<file path="config.mk">
export PLATFORM = sky130hd
export DESIGN_NAME = cpwm_leg
export DESIGN_NICKNAME = d
export VERILOG_FILES = /design/src/rtl/cpwm_pkg.sv /design/src/rtl/cpwm_cfg_hold.sv /design/src/rtl/cpwm_cycle_ctr.sv /design/src/rtl/cpwm_dead_gate.sv /design/src/rtl/cpwm_leg.sv
export SDC_FILE = /design/constraint.sdc
export NUM_CORES = 1
export LEC_CHECK = 0
export ABC_CLOCK_PERIOD_IN_PS = 4450
export CORE_ASPECT_RATIO = 1.5
export CORE_UTILIZATION = 57
export CTS_CLUSTER_DIAMETER = 40
export DETAILED_ROUTE_END_ITERATION = 10
export PLACE_DENSITY = 0.8
export REMOVE_ABC_BUFFERS = 1
export SLEW_MARGIN = 40
export SYNTH_ARGS = -nofsm -noshare
export SYNTH_HDL_FRONTEND = slang
export SYNTH_HIERARCHICAL = 1
export SYNTH_SLANG_ARGS = --single-unit
export TNS_END_PERCENT = 50
</file>
<file path="constraint.sdc">
create_clock -name clk_i -period 4.45 [get_ports clk_i]
set_clock_uncertainty 0.15 [all_clocks]
set_input_delay 0.445 -clock clk_i [delete_from_list [all_inputs] [get_ports clk_i]]
set_output_delay 0.445 -clock clk_i [all_outputs]
set_load 0.05 [all_outputs]
</file>
<file path="src/rtl/cpwm_pkg.sv">
package cpwm_pkg;

    // Default widths for the cycle counter and the dead-band field
    localparam int DEF_CNT_W = 16;
    localparam int DEF_DT_W  = 8;

    // Gate index for the two sides of the leg
    typedef enum logic {
        SIDE_HI = 1'b0,
        SIDE_LO = 1'b1
    } side_e;

    // Registered gate pair
    typedef struct packed {
        logic hi;
        logic lo;
    } leg_t;

    // Side index as an integer for array selection
    function automatic int side_idx(side_e s);
        return (s == SIDE_HI) ? 0 : 1;
    endfunction

    // Partner index of a side
    function automatic int partner_idx(int s);
        return (s == 0) ? 1 : 0;
    endfunction

endpackage

</file>
<file path="src/rtl/cpwm_cfg_hold.sv">
module cpwm_cfg_hold #(
    parameter int CNT_W = cpwm_pkg::DEF_CNT_W,
    parameter int DT_W  = cpwm_pkg::DEF_DT_W
) (
    input  logic             clk_i,
    input  logic             load_i,
    input  logic [CNT_W-1:0] period_i,
    input  logic [CNT_W-1:0] duty_i,
    input  logic [DT_W-1:0]  dead_i,
    output logic [CNT_W-1:0] period_q,
    output logic [CNT_W-1:0] duty_q,
    output logic [DT_W-1:0]  dead_q
);

    // Settings change only on a load; the caller asserts load at a
    // counter restart and throughout reset.
    always_ff @(posedge clk_i) begin
        if (load_i) begin
            period_q <= period_i;
            duty_q   <= duty_i;
            dead_q   <= dead_i;
        end
    end

endmodule

</file>
<file path="src/rtl/cpwm_cycle_ctr.sv">
module cpwm_cycle_ctr #(
    parameter int CNT_W = cpwm_pkg::DEF_CNT_W
) (
    input  logic             clk_i,
    input  logic             rst_i,
    input  logic [CNT_W-1:0] period_i,
    input  logic [CNT_W-1:0] duty_i,
    output logic             wrap_o,
    output logic             raw_o
);

    localparam logic [CNT_W-1:0] CNT_ONE = {{(CNT_W-1){1'b0}}, 1'b1};

    logic [CNT_W-1:0] cnt_q;

    // A zero period behaves like a period of one
    always_comb begin
        wrap_o = (period_i == '0) || (cnt_q >= (period_i - CNT_ONE));
        raw_o  = (cnt_q < duty_i);
    end

    always_ff @(posedge clk_i) begin
        if (rst_i) begin
            cnt_q <= '0;
        end else if (wrap_o) begin
            cnt_q <= '0;
        end else begin
            cnt_q <= cnt_q + CNT_ONE;
        end
    end

endmodule

</file>
<file path="src/rtl/cpwm_dead_gate.sv">
module cpwm_dead_gate #(
    parameter int DT_W = cpwm_pkg::DEF_DT_W
) (
    input  logic            clk_i,
    input  logic            rst_i,
    input  logic            want_i,
    input  logic            partner_i,
    input  logic [DT_W-1:0] dead_i,
    output logic            gate_o
);

    localparam logic [DT_W-1:0] RUN_MAX = '1;
    localparam logic [DT_W-1:0] RUN_ONE = {{(DT_W-1){1'b0}}, 1'b1};
    localparam logic [DT_W:0]   EXT_ONE = {{DT_W{1'b0}}, 1'b1};

    // Count of earlier consecutive cycles with the partner gate low
    logic [DT_W-1:0] run_q;
    // Same count including the current cycle
    logic [DT_W:0]   run_incl;
    logic            clear_ok;
    logic            gate_d;

    always_comb begin
        run_incl = partner_i ? '0 : ({1'b0, run_q} + EXT_ONE);
        clear_ok = (dead_i == '0) || (run_incl >= {1'b0, dead_i});
        gate_d   = want_i && clear_ok;
    end

    always_ff @(posedge clk_i) begin
        if (rst_i) begin
            run_q  <= '0;
            gate_o <= 1'b0;
        end else begin
            gate_o <= gate_d;
            if (partner_i) begin
                run_q <= '0;
            end else if (run_q != RUN_MAX) begin
                run_q <= run_q + RUN_ONE;
            end
        end
    end

endmodule

</file>
<file path="src/rtl/cpwm_leg.sv">
module cpwm_leg #(
    parameter int CNT_W = cpwm_pkg::DEF_CNT_W,
    parameter int DT_W  = cpwm_pkg::DEF_DT_W
) (
    input  logic             clk_i,
    input  logic             rst_i,
    input  logic [CNT_W-1:0] period_i,
    input  logic [CNT_W-1:0] duty_i,
    input  logic [DT_W-1:0]  dead_i,
    output logic             gate_hi_o,
    output logic             gate_lo_o
);

    import cpwm_pkg::*;

    localparam int N_SIDES = 2;

    logic [CNT_W-1:0]   per_a;
    logic [CNT_W-1:0]   duty_a;
    logic [DT_W-1:0]    dead_a;
    logic               wrap;
    logic               raw;
    logic               cfg_load;
    logic [N_SIDES-1:0] want;
    logic [N_SIDES-1:0] gate;
    leg_t               leg;

    assign cfg_load = rst_i || wrap;

    cpwm_cfg_hold #(
        .CNT_W (CNT_W),
        .DT_W  (DT_W)
    ) cfg_i (
        .clk_i    (clk_i),
        .load_i   (cfg_load),
        .period_i (period_i),
        .duty_i   (duty_i),
        .dead_i   (dead_i),
        .period_q (per_a),
        .duty_q   (duty_a),
        .dead_q   (dead_a)
    );

    cpwm_cycle_ctr #(
        .CNT_W (CNT_W)
    ) ctr_i (
        .clk_i    (clk_i),
        .rst_i    (rst_i),
        .period_i (per_a),
        .duty_i   (duty_a),
        .wrap_o   (wrap),
        .raw_o    (raw)
    );

    assign want[side_idx(SIDE_HI)] = raw;
    assign want[side_idx(SIDE_LO)] = ~raw;

    for (genvar s = 0; s < N_SIDES; s++) begin : g_side
        cpwm_dead_gate #(
            .DT_W (DT_W)
        ) gate_i (
            .clk_i     (clk_i),
            .rst_i     (rst_i),
            .want_i    (want[s]),
            .partner_i (gate[partner_idx(s)]),
            .dead_i    (dead_a),
            .gate_o    (gate[s])
        );
    end

    assign leg.hi    = gate[side_idx(SIDE_HI)];
    assign leg.lo    = gate[side_idx(SIDE_LO)];
    assign gate_hi_o = leg.hi;
    assign gate_lo_o = leg.lo;

endmodule

</file>
==> flow_summary.yaml, run 1 <==
floorplan:
  die_x_um: 72.2
  die_y_um: 107
  ios: 44
  die_area_um2: 7750
  core.rowCount: 38
  core_area_um2: 7180
  initial_core_util_pct: 58.7
grt:
  grtUsageTotal_pct: 23.3
  grt_antenna_before_repair: 0
  grt_overflow_total: 0
  grt_max_degree: 41
  grt_pass1_wl_um: 13600
  grt_pass1_vias: 3214
placed_design:
  dp_hpwl_um: 6230
  dp.cells: 539
  gp_congestion: 0.829
  port_buffers: 43
detailed_routing:
  viasPerCell: 5.64
  postRouteWirelength_um: 8330
  routedWlPerCell_um: 15.0
  drc_errors: 0
  drt-initial-drc-count: 109
  vias: 3129
  drtPass1Iterations: 4
  ant_nets: 0
worst_setup_path:
  cpMostUsedCell: "nand4_1"
  cp-start-kind: "register"
  crit_chain: "or4_4 -> nor3_4 -> nand2_1 -> nor3_1 -> xnor2_1 -> ha_1 -> nand4_1 -> nor2_1 -> a21oi_1 -> nand4_1 -> or2_4"
  crit_arrival_ns: 3.45
  worstSetupEndpointType: "register"
  crit_family: "simple AND/OR/NAND/NOR gates"
  worstSetupPathType: "reg2reg"
  cp_max_fo: 40
  required_ns: 4.28
  path_buf_inv: 0
  slowest_stage: "or4_4"
  slowest_delay_ns: 0.59
finish:
  n_antenna_cell: 0
  fillers: 551
  multi_input_area_um2: 2160
  drive_above_1_share_pct: 6.15
  area_growth_pct: 18.7
  layout.cells.non_filler: 555
  regArea_um2: 1880
  fin_nets: 543
clock_tree:
  cts_buffer_depth: 2
  insertion_delay_ns: 0.35
  cts_setup_buffers: 0
  clk_pin_slew_worst_paths_ns: 0.07
  hold_buffers: 0
  cts_buffers: 9
  cts_resized: 0
  htree_levels: 3
  cts_root_buf: "clkbuf_8"
  cts_tree: "built"
  cts.sinks: 74
power:
  p_leak_nw: 2.10
  power.density_nw_per_um2: 315
  irDropWorstVdd_v: 0.000227
logic_synthesis:
  yosysWarnings: 6
  synth-seq-area-share_pct: 44.6
  async_flop_share_pct: 0
  synth_top_area_share_pct: 28.5
  synth_edf_count: 40
  synthCells: 400
  ys_top_cells_by_area: "edfxtp_1, dfxtp_1, ha_1, xor2_1, xnor2_1"
  synth.cell_area_um2: 4220
  ys_types: 47
  yosysTopAreaCell: "edfxtp_1"
  ys.flop_type: "edfxtp_1"
  avgSynthCellArea_um2: 10.5
  synth-seq-cells: 74
sta:
  finalSetupTns_ns: 0
  fmax_mhz: 277
  report.final.hold_viol_count: 0
  setup_violations: 0
  slew_viol_final: 0
  post-route-min-period_ns: 3.62
  fin_crit_sh_pct: 81.2
  slew_headroom_pct: 61.1
  rsz0062_at_grt: "no"
  tightest_slew_ns: 0.583
run:
  drv_cap: 0
status:
  status: "complete, no violations"
hold_path:
  hold_path.class: "reg2reg"
## sequential cells by signal, indices dropped and copies added, names as in the netlist
name                  flops
cfg_i/period_q           16
cfg_i/duty_q             16
g_side.gate_i/gate_o      2
cfg_i/dead_q              8
ctr_i/cnt_q              16
g_side.gate_i/run_q      16
## layout make-up
class / instances / area share [%]
multi-input cells: 281 / 43.2
repair buffers: 44 / 8.74
flip-flops and latches: 74 / 37.6
clock buffers: 11 / 3.05
inverters: 40 / 3.00
well taps: 100 / 2.50
clock inverters: 5 / 1.97
## cell usage after synthesis (all sizes together) (3+ instances only)
library cell / count
edfxtp: 40
dfxtp: 34
nand2: 18
and4: 5
xor2: 22
xnor2: 20
o21ai: 3
nand2b: 3
nor2: 42
o211ai: 3
nand4: 18
a21o: 4
nor3b: 3
nor3: 17
o21a: 3
buf: 3
o221ai: 3
ha: 51
or2: 5
nor4: 5
a21oi: 8
a211oi: 16
inv: 40
nand3: 12
## power breakdown
part / internal [mW] / switching, mW / leakage [nW]
clock network: 0.404 / 0.251 / 0.126
logic: 0.0780 / 0.0678 / 1.31
registers: 0.750 / 0.0262 / 0.667
## through the flow
stage | util (%) | power, mW | instance area [µm²] | worst slack (ns) | hold slack, ns
after floorplan | - | 0.868 | 4190 | 0.656 | 0.282
after global placement | 66.2 | 0.929 | 4750 | 0.697 | 0.310
after detailed placement | 66.3 | 0.938 | 4760 | 0.842 | 0.318
after CTS | 69.8 | 1.59 | 5010 | 0.827 | 0.338
after global routing | 69.8 | 1.64 | 5010 | 0.613 | 0.363
final | 69.8 | 1.58 | 5010 | 0.835 | 0.330
## metal layers
| layer | global-route usage (%) | vias to the layer above | part of all wire [%] |
|---|---|---|---|
| met5 | 0 | - | 0 |
| met4 | 13.4 | 0 | 3.5 |
| met1 | 22.8 | 1487 | 37 |
| li1 | - | 1556 | - |
| met2 | 43.6 | 62 | 56 |
| met3 | 5.15 | 24 | 3.1 |
## cell families (layout without fill, tap and decap cells)
group / Yosys count / count (layout) / synth area share [%]
xor gates and xnor gates: 42 / 42 / 8.72
adders and majority gates: 51 / 51 / 15.1
buffers and inverters: 45 / 100 / 4.18
and+or+nand+nor: 136 / 136 / 18.0
AOI/OAI and AO/OA: 50 / 50 / 8.87
muxes: 2 / 2 / 0.475
DFF: 74 / 74 / 44.6
## path summary, 6_finish.rpt
path	start	slack (ns)	end	cells past startpoint
hold reg to reg	ctr_i/cnt_q[0]	0.33	ctr_i/cnt_q[0]	1
setup / recovery	cfg_i/period_q[6]	0.83	cfg_i/duty_q[15]	11
setup reg to reg	cfg_i/period_q[6]	0.83	cfg_i/duty_q[15]	11
hold / removal	ctr_i/cnt_q[0]	0.33	ctr_i/cnt_q[0]	1
## layout by cell type (no fill, tap or decap), types with 2 or more instances in the layout
cell	n
ha_1	51
nand3_1	12
a21o_1	4
and4_4	2
o221ai_1	3
dfxtp_1	34
o211ai_1	3
nor2b_1	2
or2_1	2
clkdlybuf4s50_1	43
o21a_1	3
nor3_1	15
a311oi_2	2
nand2_1	18
a21oi_1	8
inv_1	40
bufinv_16	3
mux2i_1	2
clkbuf_8	9
and3_1	2
a2111oi_1	2
a211oi_1	16
and4_1	3
nor3b_1	2
nand4_4	2
xor2_1	22
a31oi_1	2
nand4_1	15
edfxtp_1	40
o21ai_0	3
nand2b_1	3
xnor2_1	20
nor2_1	42
or2_0	2
nor4_1	5
Power figures use the tool's default switching activity.
==> inputs of run 2 (changes only) <==
--- a/config.mk
+++ b/config.mk
@@ -5,12 +5,12 @@
 export SDC_FILE = /design/constraint.sdc
 export NUM_CORES = 1
 export LEC_CHECK = 0
-export ABC_CLOCK_PERIOD_IN_PS = 4450
+export ABC_CLOCK_PERIOD_IN_PS = 3300
 export CORE_ASPECT_RATIO = 1.5
-export CORE_UTILIZATION = 57
+export CORE_UTILIZATION = 52
 export CTS_CLUSTER_DIAMETER = 40
 export DETAILED_ROUTE_END_ITERATION = 10
-export PLACE_DENSITY = 0.8
+export PLACE_DENSITY = 0.77
 export REMOVE_ABC_BUFFERS = 1
 export SLEW_MARGIN = 40
 export SYNTH_ARGS = -nofsm -noshare
==> constraint.sdc (replaced) <==
create_clock -name clk_i -period 3.3 [get_ports clk_i]
set_clock_uncertainty 0.15 [all_clocks]
set_input_delay 0.33 -clock clk_i [delete_from_list [all_inputs] [get_ports clk_i]]
set_output_delay 0.33 -clock clk_i [all_outputs]
set_load 0.05 [all_outputs]
==> run 2 against run 1 <==
- the run now ends with design-rule violations, negative setup slack left
- wire length grew 6.7%
- global-route usage is 0.96 points lower
- final area grew 5.3%
- non-clock buffer count increased by 20
- total power increased by 35%
- critical path depth rose by 1
- setup slack lost 0.89 ns
- critical path type unchanged
- combinational power rose by 53%
- sequential power increased by 35%
- core utilization decreased by 1.8 points
- critical endpoint is now cfg_i/period_q[3]
- largest cell class unchanged
==> flow_summary.yaml, run 2 (synthesis results as in run 1) <==
status:
  status: "complete, but fails checks"
  violations: "design-rule violations, negative setup slack"
floorplan:
  core.rowCount: 39
  ios: 44
  die_y_um: 112
  die_area_um2: 8480
  core_area_um2: 7760
  die_x_um: 75.5
  initial_core_util_pct: 54.4
finish:
  area_growth_pct: 25.0
  final_common_cell: "ha_1"
  drive_above_1_share_pct: 11.4
  fin_nets: 563
  fillers: 608
  final_cell_mix: "ha_1, clkdlybuf4s50_1, nor2_1"
  n_antenna_cell: 0
grt:
  grt_max_degree: 28
  grt_antenna_before_repair: 0
  grtUsageTotal_pct: 22.3
  grt_pass1_vias: 3235
  grt_pass1_wl_um: 14100
  grt_overflow_total: 0
sta:
  fin_ws_ns: -0.0574
  slew_viol_final: 0
  fmax_mhz: 298
  tightest_slew_ns: 0.612
  rsz0062_at_grt: "yes"
  post-route-min-period_ns: 3.36
  fin_crit_sh_pct: 102
  report.final.hold_viol_count: 0
  setup_violations: 40
  slew_headroom_pct: 59.2
  fin_hold_ws_ns: 0.324
run:
  drv_cap: 0
placed_design:
  gp_congestion: 0.808
  dp_slack_ns: -0.102
  dp_hpwl_um: 6380
  port_buffers: 43
clock_tree:
  cts_buffers: 9
  cts_tree: "built"
  insertion_delay_ns: 0.34
  cts.sinks: 74
  cts_root_buf: "clkbuf_16"
  clk_pin_slew_worst_paths_ns: 0.05
  cts_buffer_depth: 2
  hold_buffers: 0
  htree_levels: 3
power:
  power.total_mw: 2.14
  irDropWorstVdd_v: 0.000264
  p_leak_nw: 2.24
  power.density_nw_per_um2: 405
worst_setup_path:
  slowest_delay_ns: 0.42
  crit_arrival_ns: 3.30
  required_ns: 3.25
  cp-start-kind: "register"
  worstSetupEndpointType: "register"
  crit_family: "simple AND/OR/NAND/NOR gates"
  reg2reg_from: "cfg_i/period_q[3]"
  crit_chain: "or3_4 -> nor3_4 -> nand2b_4 -> nor4_4 -> xnor2_1 -> ha_1 -> a211oi_2 -> nor3_1 -> nor2_1 -> nand4_1 -> or2_4 -> clkbuf_16"
  worstSetupPathType: "reg2reg"
  crit_path_start: "cfg_i/period_q[3]"
  slowest_stage: "or3_4"
  cp_max_fo: 7
  path_buf_inv: 1
detailed_routing:
  vias: 3224
  drt-initial-drc-count: 158
  ant_nets: 0
  viasPerCell: 5.59
  drtPass1Iterations: 10
  routedWlPerCell_um: 15.4
  drc_errors: 1
  postRouteWirelength_um: 8890
hold_path:
  worstHoldStart: "ctr_i/cnt_q[0]"
  hold_path.class: "reg2reg"
==> run 2: changes by cell type in the layout (fill, tap and decap cells not counted), sizes merged <==
| cell | previous run | this run |
|---|---|---|
| buf | 1 | 20 |
| bufinv | 3 | 0 |
| clkinv | 2 | 5 |
| clkinvlp | 0 | 1 |
==> run 2: worst paths after layout <==
path	end	slack [ns]	depth (start not counted)
worst max-delay path	cfg_i/period_q[3]	-0.06	12
worst min-delay path	ctr_i/cnt_q[0]	0.32	1
worst max register to register	cfg_i/period_q[3]	-0.06	12
worst min register to register	ctr_i/cnt_q[0]	0.32	1
==> run 2: power breakdown <==
part	switching [mW]	internal, mW
Sequential	0.0351	1.01
Combinational	0.102	0.121
Clock	0.363	0.502
Total	0.501	1.64
==> run 2: timing repair <==
| action | CTS | global route |
|---|---|---|
| endpoints found under the setup margin | 40 | 54 |
| buffers inserted | 1 | 3 |
| pin swaps | 2 | 14 |
| gates cloned | 0 | 2 |
| gates resized for setup | 6 | 8 |
==> run 2: cell type report <==
| class | count | area (µm²) | share of cell area [%] |
|---|---|---|---|
| multi-input cells | 281 | 2220 | 42.1 |
| inverters | 40 | 150 | 2.85 |
| flip-flops and latches | 74 | 1880 | 35.7 |
| repair buffers | 64 | 629 | 11.9 |
| clock buffers | 10 | 229 | 4.34 |
| well taps | 102 | 128 | 2.42 |
| clock inverters | 6 | 33.8 | 0.641 |
==> run 2: through the flow <==
step	area [µm²]	instances	setup TNS [ns]	util, %
final	5270	577	-1.78	68.0
after global routing	5270	577	-7.41	68.0
after CTS	5180	572	0	66.7
after detailed placement	4870	555	-3.54	62.8
after global placement	4870	555	-0.166	62.8
after floorplan	4190	395	-19.74	-
==> run 2: per-layer routing <==
layer  GRT usage (%)  routed length (µm)  vias up
li1                -                   -     1592
met3            5.21                 233       23
met4            12.1                 263        0
met2            40.0                5010       58
met1            23.0                3380     1551
met5               0                   0        -
==> run 2: worst reg2reg max path, delay by kind of cell (launching register included) <==
kind,cells,cell delay (ns)
flip-flops,1,0.39
AND/OR/NAND/NOR,8,1.68
adder cells (fa/ha/maj),1,0.32
AO/OA/AOI/OAI,1,0.21
XOR/XNOR,1,0.20
buffers and inverters,1,0.18
==> inputs of run 3 (changes only) <==
--- a/config.mk
+++ b/config.mk
@@ -5,10 +5,10 @@
 export SDC_FILE = /design/constraint.sdc
 export NUM_CORES = 1
 export LEC_CHECK = 0
-export ABC_CLOCK_PERIOD_IN_PS = 3300
 export CORE_ASPECT_RATIO = 1.5
 export CORE_UTILIZATION = 52
 export CTS_CLUSTER_DIAMETER = 40
+export CTS_CLUSTER_SIZE = 14
 export DETAILED_ROUTE_END_ITERATION = 10
 export PLACE_DENSITY = 0.77
 export REMOVE_ABC_BUFFERS = 1
==> constraint.sdc (replaced) <==
create_clock -name clk_i -period 2.98 [get_ports clk_i]
set_clock_uncertainty 0.15 [all_clocks]
set_input_delay 0.298 -clock clk_i [delete_from_list [all_inputs] [get_ports clk_i]]
set_output_delay 0.298 -clock clk_i [all_outputs]
set_load 0.05 [all_outputs]
==> run 3 against run 2 <==
- the flow finishes with violations (negative setup slack)
- final area grew 3.0%
- critical endpoint is now cfg_i/duty_q[12]
- total power grew 15%
- die area is the same
- combinational power grew 15%
==> flow_summary.yaml, run 3 (synthesis results as in run 1) <==
detailed_routing:
  routedWlPerCell_um: 16.4
  postRouteWirelength_um: 9650
  drtPass1Iterations: 4
  drt-initial-drc-count: 198
  ant_nets: 0
  vias: 3317
  drc_errors: 0
  viasPerCell: 5.63
worst_setup_path:
  path_buf_inv: 2
  worstSetupEndpointType: "register"
  slowest_delay_ns: 0.42
  ff2ff_path_depth: 12
  crit_family: "simple AND/OR/NAND/NOR gates"
  crit_arrival_ns: 3.40
  required_ns: 2.92
  crit_chain: "or3_4 -> buf_4 -> nor3b_4 -> nand3_1 -> xor2_1 -> ha_1 -> o21ai_0 -> nor3_1 -> nor2_1 -> nand4_1 -> or2_4 -> buf_12"
  worstSetupPathType: "reg2reg"
  slowest_stage: "or3_4"
  cp.depth: 12
  cp-start-kind: "register"
  cp_max_fo: 24
clock_tree:
  htree_levels: 3
  cts_buffer_depth: 2
  clk_pin_slew_worst_paths_ns: 0.06
  cts_root_buf: "clkbuf_16"
  cts_tree: "built"
  cts.sinks: 74
  insertion_delay_ns: 0.33
  hold_buffers: 0
  cts_buffers: 9
sta:
  fin_crit_sh_pct: 116
  fmax_mhz: 289
  finalSetupTns_ns: -22.99
  rsz0062_at_grt: "yes"
  fin_hold_ws_ns: 0.326
  report.final.hold_viol_count: 0
  slew_viol_final: 0
  setup_violations: 56
  fin_ws_ns: -0.480
  slew_headroom_pct: 58.8
  tightest_slew_ns: 0.617
  post-route-min-period_ns: 3.46
finish:
  area_growth_pct: 28.8
  final_cell_mix: "ha_1, clkdlybuf4s50_1, inv_1, edfxtp_1, nor2_1"
  drive_above_1_share_pct: 15.2
  fin_nets: 575
  final_common_cell: "ha_1"
  n_antenna_cell: 0
power:
  power.density_nw_per_um2: 453
  p_leak_nw: 2.32
  irDropWorstVdd_v: 0.000423
status:
  violations: "negative setup slack"
  status: "complete, but fails checks"
placed_design:
  gp_congestion: 0.811
  port_buffers: 43
  dp_hpwl_um: 6500
floorplan:
  ios: 44
  initial_core_util_pct: 54.4
  core.rowCount: 39
  die_x_um: 75.5
  die_y_um: 112
  die_area_um2: 8480
  core_area_um2: 7760
grt:
  grt_max_degree: 25
  grt_pass1_wl_um: 15800
  grtUsageTotal_pct: 24.8
  grt_antenna_before_repair: 0
  grt_pass1_vias: 3566
  grt_overflow_total: 0
hold_path:
  hold_path.class: "reg2reg"
  whs_path_depth: 1
run:
  drv_cap: 0
-- run 3: changes by cell type in the layout (fill, tap and decap cells not counted), moves of 2 or more --
cell	change
buf_12	+2
buf_4	+11
nor2_1	-3
nor2_2	+3
nor3_1	-3
nor3_4	+3
-- run 3: cell type report --
| type | count | area, µm² |
|---|---|---|
| repair buffers | 76 | 723 |
| well taps | 102 | 128 |
| multi-input cells | 281 | 2260 |
| clock buffers | 9 | 225 |
| fillers | 555 | 2330 |
| inverters | 40 | 150 |
| clock inverters | 7 | 60.1 |
| flip-flops and latches | 74 | 1880 |
-- run 3: worst paths after layout --
| path | startpoint | to | slack [ns] |
|---|---|---|---|
| setup / recovery | cfg_i/period_q[2] | cfg_i/duty_q[12] | -0.48 |
| hold / removal | ctr_i/cnt_q[0] | ctr_i/cnt_q[0] | 0.33 |
| setup reg to reg | cfg_i/period_q[2] | cfg_i/duty_q[12] | -0.48 |
| hold reg to reg | ctr_i/cnt_q[0] | ctr_i/cnt_q[0] | 0.33 |
-- run 3: timing repair --
action | in CTS | in global routing
setup buffers | 7 | 3
pin swaps | 8 | 5
resized for setup | 14 | 8
setup endpoints to repair | 56 | 56
-- run 3: metal layers --
metal / vias up / routed length, µm / GRT usage (%) / part of all wire (%)
met4: 0 / 435 / 12.7 / 4.5
met3: 34 / 265 / 4.40 / 2.7
met1: 1581 / 3580 / 25.3 / 37
met5: - / 0 / 0 / 0
li1: 1622 / - / - / -
met2: 80 / 5370 / 46.1 / 56
-- run 3: report_power, final --
part	total [mW]	internal (mW)	switching, mW
Clock	1.04	0.637	0.407
Combinational	0.257	0.139	0.117
Sequential	1.16	1.12	0.0384
Total	2.46	1.90	0.563
-- run 3: per-stage QoR --
stage / power (mW) / cells / setup WS [ns] / cell area (µm²) / utilization, %
after floorplan: 1.30 / 395 / -0.814 / 4190 / -
after global placement: 1.41 / 563 / -0.329 / 4960 / 63.9
after detailed placement: 1.42 / 563 / -0.387 / 4960 / 63.9
after CTS: 2.47 / 586 / -0.255 / 5370 / 69.2
after global routing: 2.56 / 589 / -0.538 / 5430 / 70.0
final: 2.46 / 589 / -0.480 / 5430 / 70.0
